$ cat src/rtl/wv_pkg.sv
package wv_pkg;

    typedef enum logic [1:0] {
        ST_IDLE    = 2'd0,
        ST_VERIFY  = 2'd1,
        ST_REPLICA = 2'd2,
        ST_ACK     = 2'd3
    } wv_state_e;

endpackage

$ cat src/rtl/wv_row_compare.sv
module wv_row_compare #(
    parameter int WIDTH = 40,
    parameter int SLICE = 8
) (
    input  logic [WIDTH-1:0] lhs,
    input  logic [WIDTH-1:0] rhs,
    output logic             equal
);
    localparam int NSL  = (WIDTH + SLICE - 1) / SLICE;
    localparam int PADW = NSL * SLICE;

    logic [PADW-1:0] lhs_p;
    logic [PADW-1:0] rhs_p;
    logic [NSL-1:0]  slice_eq;

    assign lhs_p = PADW'(lhs);
    assign rhs_p = PADW'(rhs);

    // per-slice equality, reduced in a shallow AND tree
    for (genvar i = 0; i < NSL; i++) begin : g_slice
        assign slice_eq[i] = (lhs_p[i*SLICE +: SLICE] == rhs_p[i*SLICE +: SLICE]);
    end

    assign equal = &slice_eq;

endmodule

$ cat src/rtl/wv_replica_timer.sv
module wv_replica_timer #(
    parameter int W = 4
) (
    input  logic         clk,
    input  logic         rst_n,
    input  logic         load,
    input  logic [W-1:0] load_val,
    input  logic         run,
    output logic         done
);
    logic [W-1:0] cnt;

    always_ff @(posedge clk or negedge rst_n) begin
        if (!rst_n) begin
            cnt <= '0;
        end else if (load) begin
            cnt <= load_val;
        end else if (run && (cnt != '0)) begin
            cnt <= cnt - 1'b1;
        end
    end

    assign done = (cnt == '0);

endmodule

$ cat src/rtl/wv_timeout_ctr.sv
module wv_timeout_ctr #(
    parameter int LIMIT = 64
) (
    input  logic clk,
    input  logic rst_n,
    input  logic en,
    output logic hit
);
    localparam int CW = (LIMIT > 1) ? $clog2(LIMIT) : 1;

    logic [CW-1:0] cnt;

    always_ff @(posedge clk or negedge rst_n) begin
        if (!rst_n) begin
            cnt <= '0;
        end else if (!en) begin
            cnt <= '0;
        end else if (!hit) begin
            cnt <= cnt + 1'b1;
        end
    end

    assign hit = en && (cnt == CW'(LIMIT - 1));

endmodule

$ cat src/rtl/wv_mem_ctrl.sv
module wv_mem_ctrl
    import wv_pkg::*;
#(
    parameter int ROWS          = 52,
    parameter int WIDTH         = 40,
    parameter int REPL_W        = 4,
    parameter int REPL_DEFAULT  = 4,
    parameter int TIMEOUT       = 64,
    parameter int CMP_SLICE     = 8,
    localparam int AW           = $clog2(ROWS)
) (
    input  logic              clk,
    input  logic              rst_n,
    input  logic              cpu_req,
    input  logic              cpu_we,
    input  logic [AW-1:0]     cpu_addr,
    input  logic [WIDTH-1:0]  cpu_wdata,
    input  logic [REPL_W-1:0] cpu_replica,
    output logic              cpu_ack,
    output logic [WIDTH-1:0]  cpu_rdata,
    output logic              cpu_err,
    output logic              arr_wr_req,
    output logic [AW-1:0]     arr_row,
    output logic [WIDTH-1:0]  arr_wdata,
    input  logic [WIDTH-1:0]  arr_rdata
);

    wv_state_e         state, nxt;
    logic [AW-1:0]     row_q;
    logic [WIDTH-1:0]  data_q;
    logic [WIDTH-1:0]  rdata_q;
    logic [REPL_W-1:0] repl_q;
    logic              err_q;
    logic              match;
    logic              tmo_hit;
    logic              repl_done;
    logic              repl_load;
    logic              acc_rd;
    logic              acc_wr;

    assign acc_rd    = (state == ST_IDLE) && cpu_req && !cpu_we;
    assign acc_wr    = (state == ST_IDLE) && cpu_req &&  cpu_we;
    assign repl_load = (state == ST_VERIFY) && match;

    wv_row_compare #(.WIDTH(WIDTH), .SLICE(CMP_SLICE)) u_cmp (
        .lhs   (arr_rdata),
        .rhs   (data_q),
        .equal (match)
    );

    wv_timeout_ctr #(.LIMIT(TIMEOUT)) u_tmo (
        .clk   (clk),
        .rst_n (rst_n),
        .en    (state == ST_VERIFY),
        .hit   (tmo_hit)
    );

    wv_replica_timer #(.W(REPL_W)) u_repl (
        .clk      (clk),
        .rst_n    (rst_n),
        .load     (repl_load),
        .load_val (repl_q - 1'b1),
        .run      (state == ST_REPLICA),
        .done     (repl_done)
    );

    // state register
    always_ff @(posedge clk or negedge rst_n) begin
        if (!rst_n) state <= ST_IDLE;
        else        state <= nxt;
    end

    // next-state logic
    always_comb begin
        nxt = state;
        unique case (state)
            ST_IDLE: begin
                if (acc_rd)      nxt = ST_ACK;
                else if (acc_wr) nxt = ST_VERIFY;
            end
            ST_VERIFY: begin
                if (match)        nxt = ST_REPLICA;
                else if (tmo_hit) nxt = ST_ACK;
            end
            ST_REPLICA: begin
                if (repl_done) nxt = ST_ACK;
            end
            ST_ACK: nxt = ST_IDLE;
        endcase
    end

    // captured request fields, read data and sticky error
    always_ff @(posedge clk or negedge rst_n) begin
        if (!rst_n) begin
            row_q   <= '0;
            data_q  <= '0;
            rdata_q <= '0;
            repl_q  <= REPL_W'(REPL_DEFAULT);
            err_q   <= 1'b0;
        end else begin
            if (acc_wr) begin
                row_q  <= cpu_addr;
                data_q <= cpu_wdata;
                repl_q <= (cpu_replica == '0) ? REPL_W'(REPL_DEFAULT) : cpu_replica;
            end
            if (acc_rd) begin
                rdata_q <= arr_rdata;
            end
            if ((state == ST_VERIFY) && !match && tmo_hit) begin
                err_q <= 1'b1;
            end
        end
    end

    // outputs
    always_comb begin
        cpu_ack    = (state == ST_ACK);
        cpu_rdata  = rdata_q;
        cpu_err    = err_q;
        arr_wr_req = (state == ST_VERIFY) || (state == ST_REPLICA);
        arr_row    = (state == ST_IDLE) ? cpu_addr : row_q;
        arr_wdata  = data_q;
    end


    ack_pulse_chk: assert property (@(posedge clk) disable iff (!rst_n)
        cpu_ack |=> !cpu_ack);


    wr_hold_chk: assert property (@(posedge clk) disable iff (!rst_n)
        (arr_wr_req && $past(arr_wr_req)) |-> ($stable(arr_row) && $stable(arr_wdata)));


    ack_no_strobe_chk: assert property (@(posedge clk) disable iff (!rst_n)
        cpu_ack |-> !arr_wr_req);


    err_sticky_chk: assert property (@(posedge clk) disable iff (!rst_n)
        cpu_err |=> cpu_err);


    repl_nonzero_chk: assert property (@(posedge clk) disable iff (!rst_n)
        arr_wr_req |-> (repl_q != '0));


    tmo_ack_chk: assert property (@(posedge clk) disable iff (!rst_n)
        (state == ST_VERIFY && tmo_hit && !match) |=> (cpu_ack && cpu_err));


    repl_ack_chk: assert property (@(posedge clk) disable iff (!rst_n)
        (state == ST_REPLICA && repl_done) |=> cpu_ack);

endmodule

$ cat config.mk
export PLATFORM = sky130hd
export DESIGN_NAME = wv_mem_ctrl
export DESIGN_NICKNAME = d
export VERILOG_FILES = /design/src/rtl/wv_pkg.sv /design/src/rtl/wv_row_compare.sv /design/src/rtl/wv_replica_timer.sv /design/src/rtl/wv_timeout_ctr.sv /design/src/rtl/wv_mem_ctrl.sv
export SDC_FILE = /design/constraint.sdc
export NUM_CORES = 1
export LEC_CHECK = 0
export BUFFER_PORTS_ARGS = -buffer_cell sky130_fd_sc_hd__buf_2
export CORE_MARGIN = 3
export CORE_UTILIZATION = 49
export DETAILED_ROUTE_END_ITERATION = 8
export PLACE_DENSITY_LB_ADDON = 0.08
export SYNTH_ARGS = -nofsm -noshare
export SYNTH_HDL_FRONTEND = slang
export SYNTH_SLANG_ARGS = --single-unit
$ cat constraint.sdc
create_clock -name clk -period 2.6 [get_ports clk]
set_input_delay 0.39 -clock clk [delete_from_list [all_inputs] [get_ports clk]]
set_output_delay 0.39 -clock clk [all_outputs]
set_load 0.05 [all_outputs]
Word-level counts from Yosys, hierarchy flattened
Cells that the tools add are included.

Equal/unequal tests: 13. Reductions and logical operators: 18. Add/subtract/negate cells: 3. Mux-type cells: 12.

Operators by type and width (count): $eq 8x8->1 (5); $mux 6 (3); $mux 4 (3); $mux 2 (5); $logic_and 1x1->1 (8); $logic_not 4->1 (2); $pmux 2 s4 (1); $sub 4x1->4 const B (2); $add 6x1->6 const B (1); $eq 6x6->1 const B (1); $ne 3x3->1 const B (2); $reduce_and 5->1 (1); $eq 2x2->1 const B (2); $ne 2x2->1 const B (2); $reduce_bool 4->1 (1); $reduce_and 3->1 (1); $eq 2x1->1 const B (1); $logic_not 1->1 (2); $logic_not 2->1 (1); $reduce_bool 2->1 (1); $logic_or 1x1->1 (1).

Logic and storage cells: 54. Bits in registers: 103. Output and inout bits: 89.

Logic depth before layout (Yosys ltp)
Depth after elaboration: 6. Gate-level depth with buffers: 9.

By module
A second synthesis with hierarchy kept.

Cells, all modules: 340. Area total of the unflattened synthesis: 4938.5 µm².

By module, submodules not included: wv_mem_ctrl (cells an instance 230, instances 1, area an instance 3921.3 µm²); wv_row_compare (cells an instance 53, instances 1, area an instance 437.9 µm²); wv_timeout_ctr (cells an instance 30, instances 1, area an instance 309.0 µm²); wv_replica_timer (cells an instance 27, instances 1, area an instance 270.3 µm²).

Least setup slack after synthesis
OpenSTA, ideal clock, no wires.

Kind: flip-flop to flip-flop. Start point: register data_q[16] (netlist: arr_wdata[16]). End point: register u_repl.cnt[2]. Buffers on the path: 0. Slack: 0.164 ns. Required time: 2.474 ns. Stages on the path, launching flop included: 10. Arrival: 2.310 ns. Period minus slack after synthesis: 2.436 ns. Library setup time: 0.126 ns. Cells stage by stage: dfrtp_1 > xnor2_1 > nand4_1 > nor4_4 > nand4_4 > mux2i_1 > ha_1 > nand2_1 > xor2_1 > mux2i_1.

Word-level cells in the longest chain between the ends: 4. Elaborated cells between the ends (all ways): 5.

RTL lines: from (decl) (line wv_mem_ctrl.sv:30) `logic [WIDTH-1:0] data_q;`; from (signal assigned) (line wv_mem_ctrl.sv:103) `data_q <= cpu_wdata;`; $eq 8x8->1 (*) (line wv_row_compare.sv:21) `assign slice_eq[i] = (lhs_p[i*SLICE +: SLICE] == rhs_p[i*SLICE +: SLICE]);`; $reduce_and 5->1 (*) (line wv_row_compare.sv:24) `assign equal = &slice_eq;`; $logic_and 1x1->1 (*) (line wv_mem_ctrl.sv:43) `assign repl_load = (state == ST_VERIFY) && match;`; $mux 4 or $reduce_bool 2->1 (tied branches); to (signal assigned) (line wv_replica_timer.sv:17) `cnt <= load_val;`; to (signal assigned) (line wv_replica_timer.sv:19) `cnt <= cnt - 1'b1;`; to (decl) (line wv_replica_timer.sv:11) `logic [W-1:0] cnt;`.

Mark *: on every way between the ends. The rest lies on a longest branch, timed or not. A chain may end at the register's enable or synchronous reset.

Worst setup path in the final report
Start point: register state[0]. End point: output port arr_row[3].

Word-level cells in the longest chain between the ends: 2.

RTL lines: from (decl) (line wv_mem_ctrl.sv:28) `wv_state_e state, nxt;`; from (signal assigned) (line wv_mem_ctrl.sv:70) `else state <= nxt;`; $logic_not 2->1 (line wv_mem_ctrl.sv:121) `arr_row = (state == ST_IDLE) ? cpu_addr : row_q;`; $mux 6 (line wv_mem_ctrl.sv:121); to (decl) (line wv_mem_ctrl.sv:23) `output logic [AW-1:0] arr_row,`.

Every way passes these cells.

==> impl_metrics.xml <==
<?xml version="1.0" encoding="UTF-8"?>
<metrics>
  <group name="grt">
    <metric name="grt_first_pass_wirelength" unit="um">18100</metric>
    <metric name="grt_max_degree" unit="">49</metric>
    <metric name="grt_remaining_overflow" unit="">0</metric>
    <metric name="global_route_usage_over_all_layers" unit="%">21.0</metric>
    <metric name="grt_antenna_before_repair" unit="">0</metric>
    <metric name="via_count_of_the_first_global_routing_pass" unit="">3629</metric>
  </group>
  <group name="floorplan">
    <metric name="die_height" unit="um">104</metric>
    <metric name="floorplan.initialDensity" unit="%">50.8</metric>
    <metric name="io-pin-count" unit="">183</metric>
    <metric name="std_cell_rows" unit="">35</metric>
    <metric name="placeable_core_region" unit="um2">9280</metric>
    <metric name="die_width" unit="um">104</metric>
    <metric name="fp.dieArea" unit="um2">10800</metric>
  </group>
  <group name="yosys">
    <metric name="synth_seq_area_share" unit="%">54.7</metric>
    <metric name="synthTopCellsByArea" unit="">dfrtp_1 (54%), mux2_2 (23%), xnor2_1 (8.0%)</metric>
    <metric name="synthDominantCellAreaShare" unit="%">54.1</metric>
    <metric name="synth_cells" unit="">339</metric>
    <metric name="edff_count_synth" unit="">0</metric>
    <metric name="synth_seq_cells" unit="">103</metric>
    <metric name="synthesis.nets" unit="">439</metric>
    <metric name="yosys.cell_types.count" unit="">40</metric>
    <metric name="synth_top_area_cell" unit="">dfrtp_1</metric>
    <metric name="synth.most_common_cell" unit="">dfrtp_1</metric>
    <metric name="post_synthesis_average_cell_area" unit="um2">13.9</metric>
    <metric name="synthTopCellsByCount" unit="">dfrtp_1 (102), mux2_2 (96), xnor2_1 (43), nand4_1 (11)</metric>
    <metric name="synth-async-reset-ratio" unit="%">100</metric>
    <metric name="yosys_warnings" unit="">0</metric>
    <metric name="ys_dominant_reg_cell" unit="">dfrtp_1</metric>
    <metric name="syn_std_cell_area" unit="um2">4710</metric>
  </group>
  <group name="timing">
    <metric name="rsz_0062_raised_after_global_routing" unit="">false</metric>
    <metric name="worst_slew_margin_rel" unit="%">58.0</metric>
    <metric name="fin_worst_skew" unit="ns">0.0172</metric>
    <metric name="report.final.setup_viol" unit="">0</metric>
    <metric name="final_min_period_over_clock_period" unit="%">93.8</metric>
    <metric name="max_slew.worst_pin.slew" unit="ns">0.630</metric>
    <metric name="number_of_hold_slack_violations_in_the_final_timing_report" unit="">0</metric>
    <metric name="final_max_slew_viol_count" unit="">0</metric>
    <metric name="achievable_freq" unit="GHz">0.410</metric>
    <metric name="min_period" unit="ns">2.44</metric>
    <metric name="setup_tns" unit="ns">0</metric>
  </group>
  <group name="cts">
    <metric name="cts-buffers-inserted" unit="">9</metric>
    <metric name="post_cts.repair.setup_buffers" unit="">0</metric>
    <metric name="worstSkewPairLatency" unit="ns">0.38</metric>
    <metric name="cts_root_buf" unit="">clkbuf_8</metric>
    <metric name="postCtsResizedCells" unit="">0</metric>
    <metric name="cts_max_level" unit="">3</metric>
    <metric name="clkSlewWorstSetupHoldPaths" unit="ns">0.10</metric>
    <metric name="max-clock-path-buffers" unit="">2</metric>
    <metric name="cts_hold_buf" unit="">0</metric>
    <metric name="tritoncts" unit="">yes</metric>
    <metric name="clock-sinks" unit="">103</metric>
  </group>
  <group name="routing">
    <metric name="dr_total_vias" unit="">3332</metric>
    <metric name="drt-vias-per-instance" unit="">5.02</metric>
    <metric name="drc" unit="">0</metric>
    <metric name="route.antenna.remaining_nets" unit="">0</metric>
    <metric name="wl_per_cell" unit="um">16.6</metric>
    <metric name="drt_iter0_drc" unit="">81</metric>
    <metric name="detail_route.first_pass.iterations" unit="">4</metric>
    <metric name="detail_route.wirelength" unit="um">11000</metric>
  </group>
  <group name="setup_path">
    <metric name="start_kind" unit="">flop</metric>
    <metric name="worstReg2RegEnd" unit="">u_repl.cnt[2]</metric>
    <metric name="r2r_slack" unit="ns">0.31</metric>
    <metric name="worstSetupEndpointType" unit="">output port</metric>
    <metric name="crit_path_start" unit="">state[0]</metric>
    <metric name="critPathMaxFanout" unit="">12</metric>
    <metric name="worst_reg2reg_path_startpoint" unit="">arr_wdata[23]</metric>
    <metric name="arrival" unit="ns">2.05</metric>
    <metric name="worstSetupPathType" unit="">reg2out</metric>
    <metric name="reg2regPathDepth" unit="">9</metric>
    <metric name="timing.critical_path.required" unit="ns">2.21</metric>
  </group>
  <group name="placement">
    <metric name="dp.final_hpwl" unit="um">8460</metric>
    <metric name="gp_congestion" unit="">0.809</metric>
    <metric name="port_buffers" unit="">182</metric>
  </group>
  <group name="cells_and_area">
    <metric name="antenna_cells_inserted" unit="">0</metric>
    <metric name="post_route_cells_drive_above_1_share" unit="%">58.7</metric>
    <metric name="nets" unit="">630</metric>
    <metric name="area.growth.synth_to_final" unit="%">28.2</metric>
    <metric name="finalCoreUtilization" unit="%">65.1</metric>
  </group>
  <group name="power_and_ir_drop">
    <metric name="power.leakage" unit="uW">0.00292</metric>
    <metric name="irDropWorstVdd" unit="mV">0.822</metric>
    <metric name="clock_power_share" unit="%">11.5</metric>
    <metric name="swShare" unit="%">51.6</metric>
    <metric name="power.combinational.fraction" unit="%">56.8</metric>
    <metric name="power.switching" unit="uW">4760</metric>
    <metric name="internal_power" unit="uW">4470</metric>
    <metric name="power.density_cell_area" unit="nW/um2">1530</metric>
    <metric name="pwr-share-seq" unit="%">31.7</metric>
  </group>
  <group name="flow_run">
    <metric name="max_cap_violations" unit="">0</metric>
  </group>
  <group name="run_status">
    <metric name="status" unit="">finished clean</metric>
  </group>
  <group name="hold_path">
    <metric name="min-delay-path-class" unit="">in2async</metric>
  </group>
</metrics>
## layer usage
| layer | vias up | track usage, % | share of wire, % |
|---|---|---|---|
| li1 | 1578 | - | - |
| met4 | 0 | 6.08 | 1.8 |
| met3 | 15 | 7.08 | 5.5 |
| met2 | 89 | 36.4 | 52 |
| met1 | 1650 | 24.9 | 41 |
| met5 | - | 0 | 0 |
## area by class of cell
class | instances | area, um2
Fill cell | 758 | 3240
Sequential cell | 103 | 2580
Multi-Input combinational cell | 220 | 2080
Timing Repair Buffer | 191 | 993
Tap cell | 129 | 161
Clock buffer | 10 | 138
Clock inverter | 6 | 75.1
Inverter | 5 | 18.8
## cell usage in the layout (no fill, tap or decap), types with 2 or more instances in the layout
cell type	n
nor3_1	4
buf_2	181
mux2_2	96
ha_1	6
nor4_4	2
clkbuf_8	10
o21ai_0	6
inv_1	5
mux2i_1	7
nor2_1	7
nand3_1	4
xnor2_1	43
inv_6	2
buf_4	9
nand2_1	6
dfrtp_1	102
nand4_1	11
a21oi_1	5
## state kept, by name, indices dropped and copies added (netlist names)
name	flops
arr_wdata	40
cpu_err	1
u_repl.cnt	4
row_q	6
cpu_rdata	40
state	2
u_tmo.cnt	6
repl_q	4
## power by group through the flow
stage | sequential (uW) | clock [uW] | combinational, uW
floorplan | 5110 | 0 | 1840
global placement | 2920 | 0 | 5220
detailed placement | 2950 | 0 | 5270
CTS | 2930 | 1100 | 5290
global route | 3040 | 1170 | 5500
finish | 2930 | 1060 | 5240
## critical path, cell delays in order (launching register included)
cell     delay [ns]
dfrtp_1        0.44
inv_1          0.14
ha_1           0.49
mux2_2         0.40
buf_2          0.21
## worst max-delay path by stage
stage,end,slack [ns],cells after the start
6_report,arr_row[3],0.16,4
5_1_grt,arr_row[4],0.04,4
4_1_cts,arr_row[3],0.12,4
3_5_place_dp,u_repl.cnt[2],0.20,10
3_3_place_gp,u_repl.cnt[2],0.29,10
2_1_floorplan,u_repl.cnt[2],0.16,9
## kinds of logic (layout without fill, tap and decap cells)
family	count (synthesis)	count (layout)	share of synthesized area, %
flip-flops	103	103	54.7
adder cells (fa/ha/maj)	6	6	1.59
XOR/XNOR	44	44	8.17
buffers and inverters	16	212	1.30
AND/OR/NAND/NOR	45	45	6.21
multiplexers	103	103	24.4
AO/OA/AOI/OAI	22	22	3.61
## metrics by stage
step	worst slack [ns]	cells	hold WS (ns)	cell area, um2	power, uW
4_1_cts	0.121	664	0.0402	6040	9320
3_5_place_dp	0.205	648	0.454	5830	8230
5_1_grt	0.0398	664	0.0606	6040	9710
3_3_place_gp	0.291	648	0.449	5830	8140
2_1_floorplan	0.164	339	0.0944	4710	6940
6_report	0.162	664	0.0350	6040	9220
Note: power is estimated with default switching activity, not from simulation.
